[src/rtl/lvds_rx_pkg.sv]
package lvds_rx_pkg;

  // one word is seven bit times on every lane
  localparam int SLOTS = 7;

  // clock lane shape across slots 0..6, slot 0 held in the MSB
  localparam logic [SLOTS-1:0] CLK_SHAPE = 7'b1100011;

  typedef enum logic [1:0] {
    MAP_18BIT  = 2'd0,
    MAP_24_HI  = 2'd1,
    MAP_24_LO  = 2'd2
  } map_mode_e;

  typedef enum logic [1:0] {
    AL_SEARCH = 2'd0,
    AL_TRACK  = 2'd1,
    AL_LOCKED = 2'd2
  } align_state_e;

  typedef struct packed {
    logic [7:0] r;
    logic [7:0] g;
    logic [7:0] b;
    logic       hs;
    logic       vs;
    logic       de;
  } pixel_t;

endpackage

[src/rtl/lvds_rx_slot_window.sv]
module lvds_rx_slot_window
  import lvds_rx_pkg::*;
#(
  parameter int LANES = 5
) (
  input  logic                        clk,
  input  logic                        rst_n,
  input  logic                        in_valid,
  input  logic [LANES-1:0]            in_bits,
  output logic [LANES-1:0][SLOTS-1:0] win_next
);

  // per lane: a seven-deep history, newest sample in bit 0
  for (genvar ln = 0; ln < LANES; ln++) begin : g_lane
    logic [SLOTS-1:0] hist_q;

    assign win_next[ln] = in_valid ? {hist_q[SLOTS-2:0], in_bits[ln]} : hist_q;

    always_ff @(posedge clk) begin
      if (!rst_n) begin
        hist_q <= '0;
      end else if (in_valid) begin
        hist_q <= win_next[ln];
      end
    end
  end

endmodule

[src/rtl/lvds_rx_word_lock.sv]
module lvds_rx_word_lock
  import lvds_rx_pkg::*;
#(
  parameter int LOCK_WORDS = 4,
  parameter int MISS_WORDS = 2
) (
  input  logic             clk,
  input  logic             rst_n,
  input  logic             in_valid,
  input  logic [SLOTS-1:0] clk_win,
  output logic             word_strobe,
  output logic             locked
);

  localparam int GW = $clog2(LOCK_WORDS + 1);
  localparam int MW = $clog2(MISS_WORDS + 1);
  localparam int PW = $clog2(SLOTS);
  localparam logic [GW-1:0] GOOD_LAST = GW'(LOCK_WORDS - 1);
  localparam logic [MW-1:0] MISS_LAST = MW'(MISS_WORDS - 1);
  localparam logic [PW-1:0] PHASE_END = PW'(SLOTS - 1);

  align_state_e  state_q, state_n;
  logic [PW-1:0] phase_q, phase_n;
  logic [GW-1:0] good_q, good_n;
  logic [MW-1:0] miss_q, miss_n;
  logic          shape_ok;
  logic          at_edge;

  assign shape_ok = (clk_win == CLK_SHAPE);
  assign at_edge  = (state_q != AL_SEARCH) && (phase_q == PHASE_END);

  always_comb begin
    state_n     = state_q;
    phase_n     = phase_q;
    good_n      = good_q;
    miss_n      = miss_q;
    word_strobe = 1'b0;
    if (in_valid) begin
      unique case (state_q)
        AL_SEARCH: begin
          // every accepted sample is a candidate rotation
          if (shape_ok) begin
            phase_n = '0;
            good_n  = GW'(1);
            miss_n  = '0;
            if (LOCK_WORDS <= 1) begin
              state_n     = AL_LOCKED;
              word_strobe = 1'b1;
            end else begin
              state_n = AL_TRACK;
            end
          end
        end
        AL_TRACK: begin
          phase_n = at_edge ? '0 : phase_q + PW'(1);
          if (at_edge) begin
            if (shape_ok) begin
              good_n = good_q + GW'(1);
              if (good_q == GOOD_LAST) begin
                state_n     = AL_LOCKED;
                word_strobe = 1'b1;
              end
            end else begin
              state_n = AL_SEARCH;
              good_n  = '0;
            end
          end
        end
        AL_LOCKED: begin
          phase_n = at_edge ? '0 : phase_q + PW'(1);
          if (at_edge) begin
            if (shape_ok) begin
              miss_n      = '0;
              word_strobe = 1'b1;
            end else if (miss_q == MISS_LAST) begin
              state_n = AL_SEARCH;
              miss_n  = '0;
              good_n  = '0;
            end else begin
              miss_n      = miss_q + MW'(1);
              word_strobe = 1'b1;
            end
          end
        end
        default: begin
          state_n = AL_SEARCH;
          good_n  = '0;
          miss_n  = '0;
        end
      endcase
    end
  end

  always_ff @(posedge clk) begin
    if (!rst_n) begin
      state_q <= AL_SEARCH;
      phase_q <= '0;
      good_q  <= '0;
      miss_q  <= '0;
    end else begin
      state_q <= state_n;
      phase_q <= phase_n;
      good_q  <= good_n;
      miss_q  <= miss_n;
    end
  end

  assign locked = (state_q == AL_LOCKED);

endmodule

[src/rtl/lvds_rx_unmap.sv]
module lvds_rx_unmap
  import lvds_rx_pkg::*;
#(
  parameter int DATA_LANES = 4
) (
  input  map_mode_e                        mode,
  input  logic                             mirror,
  input  logic [DATA_LANES-1:0][SLOTS-1:0] win,
  output pixel_t                           pix
);

  localparam int TOP = SLOTS - 1;

  // slot view of lanes 0..2, and of lane 3 without its reserved slot 0
  logic [2:0][SLOTS-1:0] sl;
  logic [TOP:1]          l3;

  for (genvar ln = 0; ln < 3; ln++) begin : g_view
    for (genvar s = 0; s < SLOTS; s++) begin : g_slot
      assign sl[ln][s] = mirror ? win[ln][s] : win[ln][TOP-s];
    end
  end

  for (genvar s = 1; s < SLOTS; s++) begin : g_l3
    assign l3[s] = mirror ? win[3][s] : win[3][TOP-s];
  end

  logic [5:0] c6r, c6g, c6b;
  logic [1:0] pr, pg, pb;

  always_comb begin
    for (int j = 0; j < 6; j++) begin
      c6r[j] = sl[0][6-j];
    end
    c6g[0] = sl[0][0];
    for (int j = 1; j < 6; j++) begin
      c6g[j] = sl[1][7-j];
    end
    c6b[0] = sl[1][1];
    c6b[1] = sl[1][0];
    for (int j = 2; j < 6; j++) begin
      c6b[j] = sl[2][8-j];
    end
    pr = {l3[5], l3[6]};
    pg = {l3[3], l3[4]};
    pb = {l3[1], l3[2]};
  end

  always_comb begin
    pix.de = sl[2][0];
    pix.vs = sl[2][1];
    pix.hs = sl[2][2];
    unique case (mode)
      MAP_24_HI: begin
        pix.r = {c6r, pr};
        pix.g = {c6g, pg};
        pix.b = {c6b, pb};
      end
      MAP_24_LO: begin
        pix.r = {pr, c6r};
        pix.g = {pg, c6g};
        pix.b = {pb, c6b};
      end
      default: begin
        pix.r = {c6r, c6r[5:4]};
        pix.g = {c6g, c6g[5:4]};
        pix.b = {c6b, c6b[5:4]};
      end
    endcase
  end

endmodule

[src/rtl/lvds_rx_aligner.sv]
module lvds_rx_aligner
  import lvds_rx_pkg::*;
#(
  parameter int LOCK_WORDS = 4,
  parameter int MISS_WORDS = 2
) (
  input  logic       clk,
  input  logic       rst_n,
  input  logic       in_valid,
  input  logic       in_clk_lane,
  input  logic [3:0] in_data,
  input  logic [1:0] cfg_mode,
  input  logic       cfg_mirror,
  output logic       locked,
  output logic       pix_valid,
  output logic [7:0] pix_r,
  output logic [7:0] pix_g,
  output logic [7:0] pix_b,
  output logic       pix_hsync,
  output logic       pix_vsync,
  output logic       pix_de
);

  localparam int DATA_LANES = 4;
  localparam int ALL_LANES  = DATA_LANES + 1;

  logic [ALL_LANES-1:0][SLOTS-1:0] win_next;
  logic                            strobe;
  pixel_t                          decoded;
  pixel_t                          pix_q;
  logic                            valid_q;

  lvds_rx_slot_window #(
    .LANES (ALL_LANES)
  ) u_window (
    .clk      (clk),
    .rst_n    (rst_n),
    .in_valid (in_valid),
    .in_bits  ({in_data, in_clk_lane}),
    .win_next (win_next)
  );

  lvds_rx_word_lock #(
    .LOCK_WORDS (LOCK_WORDS),
    .MISS_WORDS (MISS_WORDS)
  ) u_lock (
    .clk         (clk),
    .rst_n       (rst_n),
    .in_valid    (in_valid),
    .clk_win     (win_next[0]),
    .word_strobe (strobe),
    .locked      (locked)
  );

  lvds_rx_unmap #(
    .DATA_LANES (DATA_LANES)
  ) u_unmap (
    .mode   (map_mode_e'(cfg_mode)),
    .mirror (cfg_mirror),
    .win    (win_next[ALL_LANES-1:1]),
    .pix    (decoded)
  );

  always_ff @(posedge clk) begin
    if (!rst_n) begin
      pix_q   <= '0;
      valid_q <= 1'b0;
    end else begin
      valid_q <= strobe;
      if (strobe) begin
        pix_q <= decoded;
      end
    end
  end

  assign pix_valid = valid_q;
  assign pix_r     = pix_q.r;
  assign pix_g     = pix_q.g;
  assign pix_b     = pix_q.b;
  assign pix_hsync = pix_q.hs;
  assign pix_vsync = pix_q.vs;
  assign pix_de    = pix_q.de;

endmodule

[config.mk]
export PLATFORM = sky130hd
export DESIGN_NAME = lvds_rx_aligner
export DESIGN_NICKNAME = d
export VERILOG_FILES = /design/src/rtl/lvds_rx_pkg.sv /design/src/rtl/lvds_rx_slot_window.sv /design/src/rtl/lvds_rx_word_lock.sv /design/src/rtl/lvds_rx_unmap.sv /design/src/rtl/lvds_rx_aligner.sv
export SDC_FILE = /design/constraint.sdc
export NUM_CORES = 1
export LEC_CHECK = 0
export BUFFER_PORTS_ARGS = -buffer_cell sky130_fd_sc_hd__buf_2
export CORE_AREA = 2 2 118 120
export DETAILED_ROUTE_END_ITERATION = 8
export DIE_AREA = 0 0 120 122
export PLACE_DENSITY = 0.52
export REMOVE_ABC_BUFFERS = 1
export SLEW_MARGIN = 40
export SYNTH_ARGS = -nofsm -noshare
export SYNTH_HDL_FRONTEND = slang
export SYNTH_SLANG_ARGS = --single-unit
[constraint.sdc]
create_clock -name clk -period 2.2 [get_ports clk]
set_input_delay 0.44 -clock clk [delete_from_list [all_inputs] [get_ports clk]]
set_output_delay 0.44 -clock clk [all_outputs]
set_load 0.005 [all_outputs]
# Word-level counts from Yosys, hierarchy flattened
# Index checks and enable logic that the tools add are counted.
[totals]
n_memories = 0
regBits = 73
latchBits = 0
word_cells = 103
romBits = 0
input_bits = 11
mem_bits_rw = 0
[classes]
shifts = 0
n_div = 0
n_mul = 0
n_eq_ne = 14
bitwise = 1
n_lt_le_gt_ge = 0
mux = 60
add_sub_neg = 3
reduce_logical = 9
[ops]
columns = ["op", "n"]
rows = [
  ["$pmux W24 S2", 1],
  ["$mux W7", 5],
  ["$mux W1", 30],
  ["$mux W3", 8],
  ["$mux W2", 11],
  ["$pmux W2 S3", 2],
  ["$pmux W3 S3", 1],
  ["$ne A2 B1 Y1 const B", 4],
  ["$eq A7 B7 Y1 const B", 1],
  ["$reduce_and A7 Y1", 1],
  ["$add A3 B1 Y3 const B", 2],
  ["$eq A2 B1 Y1 const B", 3],
  ["$pmux W3 S2", 1],
  ["$reduce_and A6 Y1", 1],
  ["$eq A2 B2 Y1 const B", 2],
  ["$reduce_and A4 Y1", 1],
  ["$reduce_bool A2 Y1", 2],
  ["$eq A3 B2 Y1 const B", 1],
  ["$eq A3 B3 Y1 const B", 1],
  ["$ne A3 B3 Y1 const B", 1],
  ["$reduce_and A3 Y1", 1],
  ["$add A2 B1 Y2 const B", 1],
  ["$logic_not A2 Y1", 1],
  ["$ne A2 B2 Y1 const B", 1],
  ["4 further kinds", 4],
]

# Longest topological paths before layout
# Gate-level depths: netlist of the first run.
[logic_depth]
ltp_word = 6
mapped_depth = 9
mapped_depth_nobuf = 7

# Hierarchy
# Synthesis of the first run repeated with hierarchy kept, for this count alone.
[hier_totals]
hier_cells = 370
hier_area_um2 = 3985.1
[modules_own_cells]
columns = ["mod", "cells_each", "area_per_inst_um2", "n_inst", "seq_area_each_um2"]
rows = [
  ["lvds_rx_slot_window", 112, 1519.0, 1, 700.7],
  ["lvds_rx_aligner", 88, 1064.8, 1, 560.5],
  ["lvds_rx_word_lock", 83, 757.0, 1, 200.2],
  ["lvds_rx_unmap", 87, 644.4, 1, 0.0],
]

# Worst setup path after synthesis of the first run
# OpenSTA, ideal clock, no wires.
[synth_path]
path_kind = "register -> register"
startpoint = "register u_lock.state_q[0]"
endpoint = "register pix_q (netlist bit pix_g[4])"
arrival_ns = 1.952
n_path_buf = 2
path_stages_with_launch = 9
path_slack_ns = 0.103
path_cell_list = "dfxtp_1 inv_1 ha_1 nand3b_1 or3_1 o31ai_2 buf_4 buf_2 a211oi_1"
[synth_between]
elab_chain_len = 5
[synth_lines]
columns = ["element", "line", "rtl"]
rows = [
  ["start: declaration", "lvds_rx_word_lock.sv:22", "align_state_e state_q, state_n;"],
  ["start signal: assignment", "lvds_rx_word_lock.sv:101", "state_q <= state_n;"],
  ["$reduce_bool A2 Y1", "lvds_rx_word_lock.sv:30", "assign at_edge = (state_q != AL_SEARCH) && (phase_q == PHASE_END);"],
  ["$logic_and A1 B1 Y1", "lvds_rx_word_lock.sv:30", ""],
  ["$mux W1 (on tied branches)", "lvds_rx_word_lock.sv:71, lvds_rx_word_lock.sv:56", ""],
  ["$pmux W1 S2 (*)", "lvds_rx_word_lock.sv:39", "unique case (state_q)"],
  ["$mux W1 (*)", "lvds_rx_word_lock.sv:38", "if (in_valid) begin"],
  ["end signal: assignment", "lvds_rx_aligner.sv:71", "pix_q <= decoded;"],
  ["end: declaration", "lvds_rx_aligner.sv:30", "pixel_t pix_q;"],
]
# Mark *: on every way between the ends. The rest lies on a longest branch, timed or not.
# A chain may end at the register's enable or synchronous reset.

# Worst setup path in the final report of the first run
[layout_path]
startpoint = "register u_lock.state_q[1]"
endpoint = "register pix_q (netlist bit pix_g[7])"
# The elaborated chain is that of the path after synthesis.

==> metrics.md, run 1 <==
| Metric | Value |
|---|---|
| Proportion of synthesized area in mux cells | `0.233` |
| Residual DRC | `0` |
| Path depth of the worst reg2reg path | `10` |
| HP Start | `in_data[3]` |
| Synth Area per Inst | `10.1 um2` |
| Critical path class | `reg -> reg` |
| Commonest cells post-synth | `73 x dfxtp_1, 60 x nor2_1, 45 x mux2i_1` |
| Initial detailed-routing violation count | `198` |
| ANT nets after route | `0` |
| CP startpoint kind | `register` |
| Yosys Warn Count | `0` |
| CTS Buffer Depth | `2` |
| Max cap viols | `0` |
| I/O Buffers | `39` |
| CTS Root Cell | `clkbuf_16` |
| CTS buffer count | `9` |
| Relative slew slack | `0.700` |
| Most common cell in the synthesized netlist | `dfxtp_1` |
| Die X | `120 um` |
| Layout cells sized above 1 | `0.310` |
| Area grow syn2layout | `24.2%` |
| Worst EP required | `2.46 ns` |
| XOR/XNOR share of the synthesized area | `0` |
| Total power | `0.00298 W` |
| Synth Flop Type | `dfxtp_1` |
| Clk sinks | `73` |
| WL final | `10.1 mm` |
| Clk pin slew, worst setup/hold paths | `0.06 ns` |
| CP startpoint | `u_lock.state_q[1]$_SDFFE_PN0P_` |
| Main combinational cell family by area after synthesis | `multiplexers` |
| Synth Register Bits | `73` |
| Initial antenna violation count | `1` |
| Clock Latency Late Sink | `0.34 ns` |
| Placer's final routability congestion estimate | `0.821` |
| Top post-synthesis cells by area | `dfxtp_1 37%, mux2i_1 12%, mux4_2 10%` |
| Std cell rows | `43` |
| Post-DP HPWL | `6.99 mm` |
| GRT Total Usage | `0.140` |
| Synth Area in Compound Gates | `0.163` |
| Die Ht | `122 um` |
| CP Max Fanout | `10` |
| Final hold violations | `0` |
| P per Cell Area | `613 nW/um2` |
| Tightest Pin Transition | `0.449 ns` |
| Reg2Reg Setup Slack | `0.07 ns` |
| Nets | `460` |
| Status | `complete, no violations` |
| Largest area contributor in the netlist | `dfxtp_1` |
| Hold WS | `0.367 ns` |
| WL/cell | `16.1 um` |
| GRT overflow | `0` |
| Fin crit period | `2.13 ns` |
| Worst R2R Start | `u_lock.state_q[1]$_SDFFE_PN0P_` |
| Unique cell type count in the Yosys netlist | `56` |
| Maximum number of pins on one net before global-route repair | `42` |
| Crit share post-route | `0.967` |
| Layout fillers | `1351` |
| IO Pins | `40` |
| Clock Skew | `0.00779 ns` |
| Post-Synth Adder-Cell Area | `0.0288` |
| Util after Layout | `0.360` |
| Hold Crit Depth | `3` |
| Proportion of synthesized flip-flops having asynchronous set or reset | `0` |
| Via count | `3176` |
| Vias in the first global route | `3128` |
| TritonCTS clock tree | `yes` |
| Peak supply drop | `0.354 mV` |
| Fmax | `0.470 GHz` |
| Register area share after synthesis | `0.374` |
| H-tree levels | `3` |
| Final setup vio count | `0` |
| Area of the mapped netlist | `3910 um2` |
| Vias per cell | `5.07` |
| LEAKAGE | `1.93 nW` |
| Number of synthesized flops with an enable pin | `0` |
| Share of the synthesized area in the top cell type | `0.374` |
| Core box area | `13500 um2` |
| Die Area | `14600 um2` |
| Arrival time at the worst endpoint | `2.38 ns` |
| Hold Buf Count CTS | `0` |
| Starting Density | `0.290` |
| Post-Syn Instances | `388` |
| HP Class | `in -> reg` |
| Pins over their slew limit | `0` |
| Initial DRT Pass Iterations | `4` |
| First-pass GRT wire length | `16.0 mm` |
| Hold EP | `u_window.g_lane[4].hist_q[0]$_SDFFE_PN0P_` |
| Post-Synth Simple-Gate Area | `0.148` |
| Crit end category | `register` |
| Reg2reg end | `pix_g[7]$_SDFFE_PN0P_` |
==> final cells by class <==
cell class,count,area (um2),area share
Clock inverter,2,12.5,0.00258
Tap cell,180,225,0.0464
Clock buffer,14,264,0.0544
Multi-Input combinational cell,271,2290,0.471
Timing Repair Buffer,72,552,0.114
Sequential cell,73,1460,0.301
Inverter,13,48.8,0.0100
Antenna cell,1,2.50,0.000515
==> cell usage in the layout, fill, tap and decap left out, drive strengths merged, types with 3 or more instances in the layout <==
cell type,count
a211oi,16
clkbuf,16
inv,12
dfxtp,73
mux4,18
buf,70
mux2i,45
nor2,60
nand2,25
o21ai,7
o32ai,4
nand2b,8
o221ai,5
mux2,5
a221oi,3
a22oi,12
a32oi,4
and2,6
o22ai,4
ha,9
a21oi,6
==> cell families (layout without fill, tap and decap cells) <==
group / Yosys count / in the layout
AND/OR/NAND/NOR: 120 / 120
flip-flops: 73 / 73
other: 0 / 1
AO/OA/AOI/OAI: 74 / 74
buffers and inverters: 44 / 101
adder cells (fa/ha/maj): 9 / 9
multiplexers: 68 / 68
==> power breakdown <==
group | internal, W | switching [W]
clock network | 0.000824 | 0.000540
registers | 0.00133 | 0.0000135
logic | 0.000111 | 0.000156
total | 0.00227 | 0.000710
==> state kept, by name, summed over array words and instances, names as in the netlist <==
| name | flops |
|---|---|
| pix_r | 8 |
| pix_valid | 1 |
| pix_g | 8 |
| u_lock.miss_q | 2 |
| u_lock.good_q | 3 |
| pix_b | 8 |
| u_window.g_lane.hist_q | 35 |
| u_lock.state_q | 2 |
| u_lock.phase_q | 3 |
| pix_hsync | 1 |
| pix_de | 1 |
| pix_vsync | 1 |
==> per-stage QoR <==
stage / TNS (ns) / instances / cell area (um2) / worst slack, ns
global route: -0.0367 / 625 / 4850 / -0.0122
detailed placement: -0.00980 / 605 / 4460 / -0.00660
floorplan: -44.10 / 357 / 3750 / -1.84
CTS: 0 / 621 / 4740 / 0.0416
global placement: 0 / 605 / 4460 / 0.0143
finish: 0 / 626 / 4860 / 0.0732
==> timing repair <==
action                     4_1_cts  5_1_grt
resized for setup                0       13
setup endpoints to repair       11       22
cloned                           0        2
pin swaps                        1        4
setup buffers                    0        2
==> worst max path at each step <==
stage,end,slack [ns]
global route,pix_r[5]$_SDFFE_PN0P_,-0.01
CTS,pix_r[5]$_SDFFE_PN0P_,0.04
finish,pix_g[7]$_SDFFE_PN0P_,0.07
floorplan,pix_b[7]$_SDFFE_PN0P_,-1.84
global placement,pix_b[1]$_SDFFE_PN0P_,0.01
detailed placement,pix_b[0]$_SDFFE_PN0P_,-0.007
==> metal layers <==
metal	vias to the layer above	track usage	routed length, um
li1	1535	-	-
met5	-	0	0
met2	74	0.230	4770
met4	0	0.0390	179
met3	15	0.0449	486
met1	1552	0.175	4650
==> critical path: stages (launching register included) <==
cell and delay, ns:
dfxtp_2 0.32, inv_1 0.07, ha_4 0.16, nand3b_1 0.19, or3_4 0.40, o31ai_4 0.22
buf_6 0.17, buf_6 0.11, clkbuf_16 0.15, nor2_1 0.05, a211oi_2 0.18
Note: power is estimated with default switching activity, not from simulation.
==> inputs of run 2 (changes only) <==
- BUFFER_PORTS_ARGS: -buffer_cell sky130_fd_sc_hd__buf_2 -> -buffer_cell sky130_fd_sc_hd__buf_4
- CTS_BUF_LIST: not set -> sky130_fd_sc_hd__clkbuf_4
==> run 2 against run 1 <==
Core utilization decreased by 0.18 points. Register-to-register slack about the same. Power decreased by 17%. Via count decreased by 1.1%. Die area unchanged. Critical path depth unchanged. Sequential share of layout area increased by 0.15 points. Global-route usage increased by 0.73 points. Fmax about the same. Clock skew increased by 0.020 ns. Cell area decreased by 0.49%. Critical endpoint is now pix_b[6]$_SDFFE_PN0P_. Largest power group is now registers. Highest routed layer unchanged.
==> metrics.md, run 2 (synthesized netlist as in run 1, its figures left out) <==
| Metric | Value |
|---|---|
| Status | `complete, no violations` |
| Relative slew slack | `0.682` |
| Starting Density | `0.290` |
| GRT Total Usage | `0.147` |
| Die Ht | `122 um` |
| Reg2reg end | `pix_b[6]$_SDFFE_PN0P_` |
| HP Class | `in -> reg` |
| Peak supply drop | `0.436 mV` |
| Worst R2R Start | `u_lock.state_q[1]$_SDFFE_PN0P_` |
| CTS Buffer Depth | `2` |
| PnR worst setup slack | `0.0720 ns` |
| Die Area | `14600 um2` |
| Pins over their slew limit | `0` |
| WL/cell | `16.0 um` |
| CP startpoint kind | `register` |
| Most common cell after layout, fill and taps aside | `dfxtp_1` |
| Residual DRC | `0` |
| Core box area | `13500 um2` |
| Nets | `463` |
| GRT overflow | `0` |
| Crit end category | `register` |
| Clk pin slew, worst setup/hold paths | `0.13 ns` |
| CP startpoint | `u_lock.state_q[1]$_SDFFE_PN0P_` |
| WL final | `10.1 mm` |
| Arrival time at the worst endpoint | `2.51 ns` |
| Initial antenna violation count | `1` |
| Clk sinks | `73` |
| Placed cells | `605` |
| CP Max Fanout | `7` |
| Final setup vio count | `0` |
| Top reg by flops | `u_window.g_lane.hist_q` |
| Worst Setup EP | `pix_b[6]$_SDFFE_PN0P_` |
| Clock Skew | `0.0279 ns` |
| CTS buffer count | `9` |
| Vias per cell | `4.99` |
| Fin crit period | `2.13 ns` |
| Critical path class | `reg -> reg` |
| Post-Place Worst Slack | `-0.000909 ns` |
| Initial detailed-routing violation count | `168` |
| Layout cells sized above 1 | `0.317` |
| Largest register FFs | `35` |
| Reg2Reg Setup Slack | `0.07 ns` |
| Placer's final routability congestion estimate | `0.778` |
| CTS Root Cell | `clkbuf_4` |
| Area grow syn2layout | `23.6%` |
| TritonCTS clock tree | `yes` |
| Commonest non-fill, non-tap cells in the layout | `71 x dfxtp_1, 66 x buf_4, 60 x nor2_1` |
| IO Pins | `40` |
| Util after Layout | `0.358` |
| First-pass GRT wire length | `16.7 mm` |
| Max cap viols | `0` |
| Post-route insts no fill | `629` |
| Clock Latency Late Sink | `0.46 ns` |
| Die X | `120 um` |
| Final hold violations | `0` |
| Worst EP required | `2.58 ns` |
| P per Cell Area | `514 nW/um2` |
| Via count | `3141` |
| Std cell rows | `43` |
| Fmax | `0.470 GHz` |
| ANT nets after route | `0` |
| LEAKAGE | `1.89 nW` |
| Tightest Pin Transition | `0.476 ns` |
| RSZ-0062 raised after global routing | `true` |
| Path depth of the worst reg2reg path | `10` |
| I/O Buffers | `39` |
| Vias in the first global route | `3189` |
| Layout fillers | `1368` |
| Post-DP HPWL | `7.05 mm` |
| Maximum number of pins on one net before global-route repair | `53` |
| H-tree levels | `3` |
| Initial DRT Pass Iterations | `4` |
| Crit share post-route | `0.967` |
==> run 2: changes by cell type in the layout (fill, tap and decap cells not counted), sizes merged <==
cell	before	now
bufinv	0	1
clkinv	2	5
clkbuf	16	9
buf	70	75
clkinvlp	1	2
==> run 2: cell type report <==
cell class                      instances  area (um2)  area share
Clock buffer                            9        67.6      0.0140
Clock inverter                          7        71.3      0.0148
Sequential cell                        73        1460       0.303
Timing Repair Buffer                   75         674       0.140
Antenna cell                            1        2.50    0.000518
Multi-Input combinational cell        271        2280       0.472
Inverter                               13        48.8      0.0101
Tap cell                              180         225      0.0466
==> run 2: metrics by stage <==
stage	setup TNS [ns]	total power [W]	hold slack [ns]	cell area, um2
after detailed placement	-0.000909	0.00165	0.430	4580
after floorplan	-44.10	0.00151	0.407	3750
after global placement	-0.00158	0.00164	0.416	4580
after CTS	0	0.00252	0.196	4820
final	0	0.00248	0.233	4830
after global routing	-0.109	0.00261	0.237	4830
==> run 2: metal layers <==
| layer | global-route usage | share of wire | vias to the layer above |
|---|---|---|---|
| li1 | - | - | 1550 |
| met1 | 0.189 | 0.47 | 1520 |
| met2 | 0.233 | 0.47 | 57 |
| met3 | 0.0393 | 0.045 | 14 |
| met4 | 0.0618 | 0.017 | 0 |
| met5 | 0 | 0 | - |
==> run 2: worst max-delay path, stage by stage (launching register included) <==
cell      delay [ns]
dfxtp_2         0.35
inv_1           0.07
ha_4            0.16
nand3b_1        0.21
or3_4           0.41
o31ai_4         0.27
buf_6           0.17
buf_16          0.12
buf_4           0.11
nor2_1          0.04
a211oi_2        0.18
==> run 2: what timing repair did <==
item | 4_1_cts | 5_1_grt
hold buffers | 0 | 0
setup endpoints to repair | 18 | 31
pin swaps | 1 | 2
gates cloned | 1 | 0
gates resized for setup | 6 | 5
buffers inserted | 6 | 0
==> run 2: where the power goes <==
part / switching [W] / internal (W)
Combinational: 0.000157 / 0.000114
Clock: 0.000525 / 0.000343
Sequential: 0.0000134 / 0.00133
Total: 0.000695 / 0.00179
==> run 2: how the worst min path moves through the flow <==
stage / start / end / slack [ns] / cells past startpoint
floorplan: u_lock.miss_q[1]$_SDFFE_PN0P_ / u_lock.miss_q[1]$_SDFFE_PN0P_ / 0.41 / 2
global placement: u_lock.miss_q[1]$_SDFFE_PN0P_ / u_lock.miss_q[1]$_SDFFE_PN0P_ / 0.42 / 2
detailed placement: u_lock.miss_q[1]$_SDFFE_PN0P_ / u_lock.miss_q[1]$_SDFFE_PN0P_ / 0.43 / 2
CTS: in_data[3] / u_window.g_lane[4].hist_q[0]$_SDFFE_PN0P_ / 0.20 / 3
global route: in_data[2] / u_window.g_lane[3].hist_q[0]$_SDFFE_PN0P_ / 0.24 / 3
finish: in_data[2] / u_window.g_lane[3].hist_q[0]$_SDFFE_PN0P_ / 0.23 / 3
==> inputs of run 3 (changes only) <==
- CELL_PAD_IN_SITES_DETAIL_PLACEMENT: not set -> 1
- CELL_PAD_IN_SITES_GLOBAL_PLACEMENT: not set -> 2
- PLACE_DENSITY: 0.52 -> 0.71
==> run 3 against run 2 <==
Die area unchanged. Worst setup slack worse by 0.014 ns. Core utilization down 0.056 points. Hold slack about the same. Flip-flop and latch count unchanged. Highest routed layer unchanged. Via count up 2.7%. Sequential power about the same. Critical endpoint is now pix_vsync$_SDFFE_PN0P_. Final cell count up 0.48%.
==> metrics.md, run 3 (synthesized netlist as in run 1, its figures left out) <==
| Metric | Value |
|---|---|
| Status | `complete, no violations` |
| Total power | `0.00238 W` |
| GRT Total Usage | `0.155` |
| Post-DP HPWL | `7.58 mm` |
| Std cell rows | `43` |
| Hold EP | `u_window.g_lane[4].hist_q[0]$_SDFFE_PN0P_` |
| Critical path class | `reg -> reg` |
| HP Start | `in_data[3]` |
| CTS Root Cell | `clkbuf_4` |
| Most common cell after layout, fill and taps aside | `dfxtp_1` |
| Initial DRT Pass Iterations | `4` |
| ANT nets after route | `0` |
| PnR worst setup slack | `0.0580 ns` |
| Starting Density | `0.290` |
| Top reg by flops | `u_window.g_lane.hist_q` |
| Placer's final routability congestion estimate | `0.773` |
| Setup TNS after final layout | `0 ns` |
| WL final | `10.9 mm` |
| CTS buffer count | `9` |
| Die Ht | `122 um` |
| RSZ-0062 raised after global routing | `true` |
| Hold Crit Depth | `3` |
| LEAKAGE | `1.89 nW` |
| Clock Skew | `0.0141 ns` |
| Crit share post-route | `0.974` |
| Worst R2R Start | `u_lock.state_q[1]$_SDFFE_PN0P_` |
| Maximum number of pins on one net before global-route repair | `48` |
| I/O Buffers | `39` |
| Tightest Pin Transition | `0.466 ns` |
| Core box area | `13500 um2` |
| Placed cells | `606` |
| Commonest non-fill, non-tap cells in the layout | `70 x dfxtp_1, 69 x buf_4, 60 x nor2_1` |
| Final setup vio count | `0` |
| Vias in the first global route | `3303` |
| WL/cell | `17.2 um` |
| Reg2reg end | `pix_vsync$_SDFFE_PN0P_` |
| Peak supply drop | `0.240 mV` |
| Fmax | `0.467 GHz` |
| Util after Layout | `0.357` |
| Initial antenna violation count | `1` |
| Vias per cell | `5.10` |
| Clock Latency Late Sink | `0.45 ns` |
| P per Cell Area | `492 nW/um2` |
| Critical path's largest stage delay | `0.58 ns` |
| Path depth of the worst reg2reg path | `9` |
| HP Class | `in -> reg` |
| H-tree levels | `3` |
| Reg2Reg Setup Slack | `0.06 ns` |
| Clk sinks | `73` |
| Area grow syn2layout | `23.4%` |
| Nets | `466` |
| CP max-delay cell | `or4b_4` |
| Max cap viols | `0` |
| GRT overflow | `0` |
| CP startpoint kind | `register` |
| First-pass GRT wire length | `17.7 mm` |
| Worst EP required | `2.53 ns` |
| TritonCTS clock tree | `yes` |
| IO Pins | `40` |
| Pins over their slew limit | `0` |
| Layout fillers | `1536` |
| CP cell instances | `inv_2, ha_4, nand3b_1, or4b_4, o31ai_4, buf_6, buf_6, mux2i_1, nor2_1` |
| Residual DRC | `0` |
| Layout cells sized above 1 | `0.333` |
| Most used cell, CP | `buf_6` |
| Post-Place Worst Slack | `-0.0875 ns` |
| Fin crit period | `2.14 ns` |
| Die Area | `14600 um2` |
| Relative slew slack | `0.689` |
| Largest register FFs | `35` |
| CP Max Fanout | `17` |
| Final hold violations | `0` |
| Initial detailed-routing violation count | `149` |
| Via count | `3226` |
| Arrival time at the worst endpoint | `2.47 ns` |
| Post-route insts no fill | `632` |
| CTS Buffer Depth | `2` |
| Clk pin slew, worst setup/hold paths | `0.12 ns` |
| Die X | `120 um` |
| Crit end category | `register` |
run 3: cell count changes in the layout (fill, tap and decap cells not counted), moves of 2 or more:
cell,delta
clkbuf_4,+3
buf_6,+3
clkinv_4,-2
buf_12,-3
buf_4,+3
ha_1,-2
run 3: cell type report:
cell class / instances / area, um2 / area share
inverter: 13 / 48.8 / 0.0101
clock inverter: 4 / 20.0 / 0.00415
sequential: 73 / 1470 / 0.304
multi-input combinational: 271 / 2310 / 0.478
antenna: 1 / 2.50 / 0.000519
tap: 180 / 225 / 0.0467
timing repair buffer: 78 / 668 / 0.138
clock buffer: 12 / 90.1 / 0.0187
run 3: metrics by stage:
step                      hold WS [ns]  cell area, um2
final                            0.233            4830
after global routing             0.231            4820
after CTS                        0.196            4720
after detailed placement         0.430            4550
after global placement           0.416            4550
after floorplan                  0.407            3750
run 3: metal layers:
layer,routed length [um],global-route usage
met1,5060,0.195
met2,5240,0.257
met3,321,0.0337
met4,249,0.0676
met5,0,0
run 3: power by group:
group          total, W  switching (W)  internal [W]
combinational  0.000273       0.000159      0.000114
clock          0.000756       0.000494      0.000262
sequential      0.00135      0.0000145       0.00133
total           0.00238       0.000667       0.00171
run 3: worst max-delay path by stage:
stage	from	depth (start not counted)	slack, ns	end
floorplan	u_lock.state_q[0]$_SDFFE_PN0P_	7	-1.84	pix_b[7]$_SDFFE_PN0P_
global placement	u_lock.state_q[0]$_SDFFE_PN0P_	8	0.00003	pix_vsync$_SDFFE_PN0P_
global route	u_lock.state_q[0]$_SDFFE_PN0P_	10	-0.02	pix_hsync$_SDFFE_PN0P_
CTS	u_lock.state_q[0]$_SDFFE_PN0P_	9	0.004	pix_r[2]$_SDFFE_PN0P_
detailed placement	u_lock.state_q[1]$_SDFFE_PN0P_	9	-0.09	pix_r[3]$_SDFFE_PN0P_
finish	u_lock.state_q[1]$_SDFFE_PN0P_	9	0.06	pix_vsync$_SDFFE_PN0P_
run 3: repair_timing:
action                                  CTS  global route
buffers inserted                          5             3
cloned                                    0             1
endpoints found under the setup margin   21            24
pin swaps                                 1             9
hold buffers                              0             0
gates resized for setup                   5            15
run 3: critical path: cells and delay by family (launching register included):
family,cells,cell delay [ns]
adder cells (fa/ha/maj),1,0.15
AO/OA/AOI/OAI,1,0.07
multiplexers,1,0.22
buffers and inverters,3,0.40
AND/OR/NAND/NOR,3,0.84
flip-flops,1,0.35
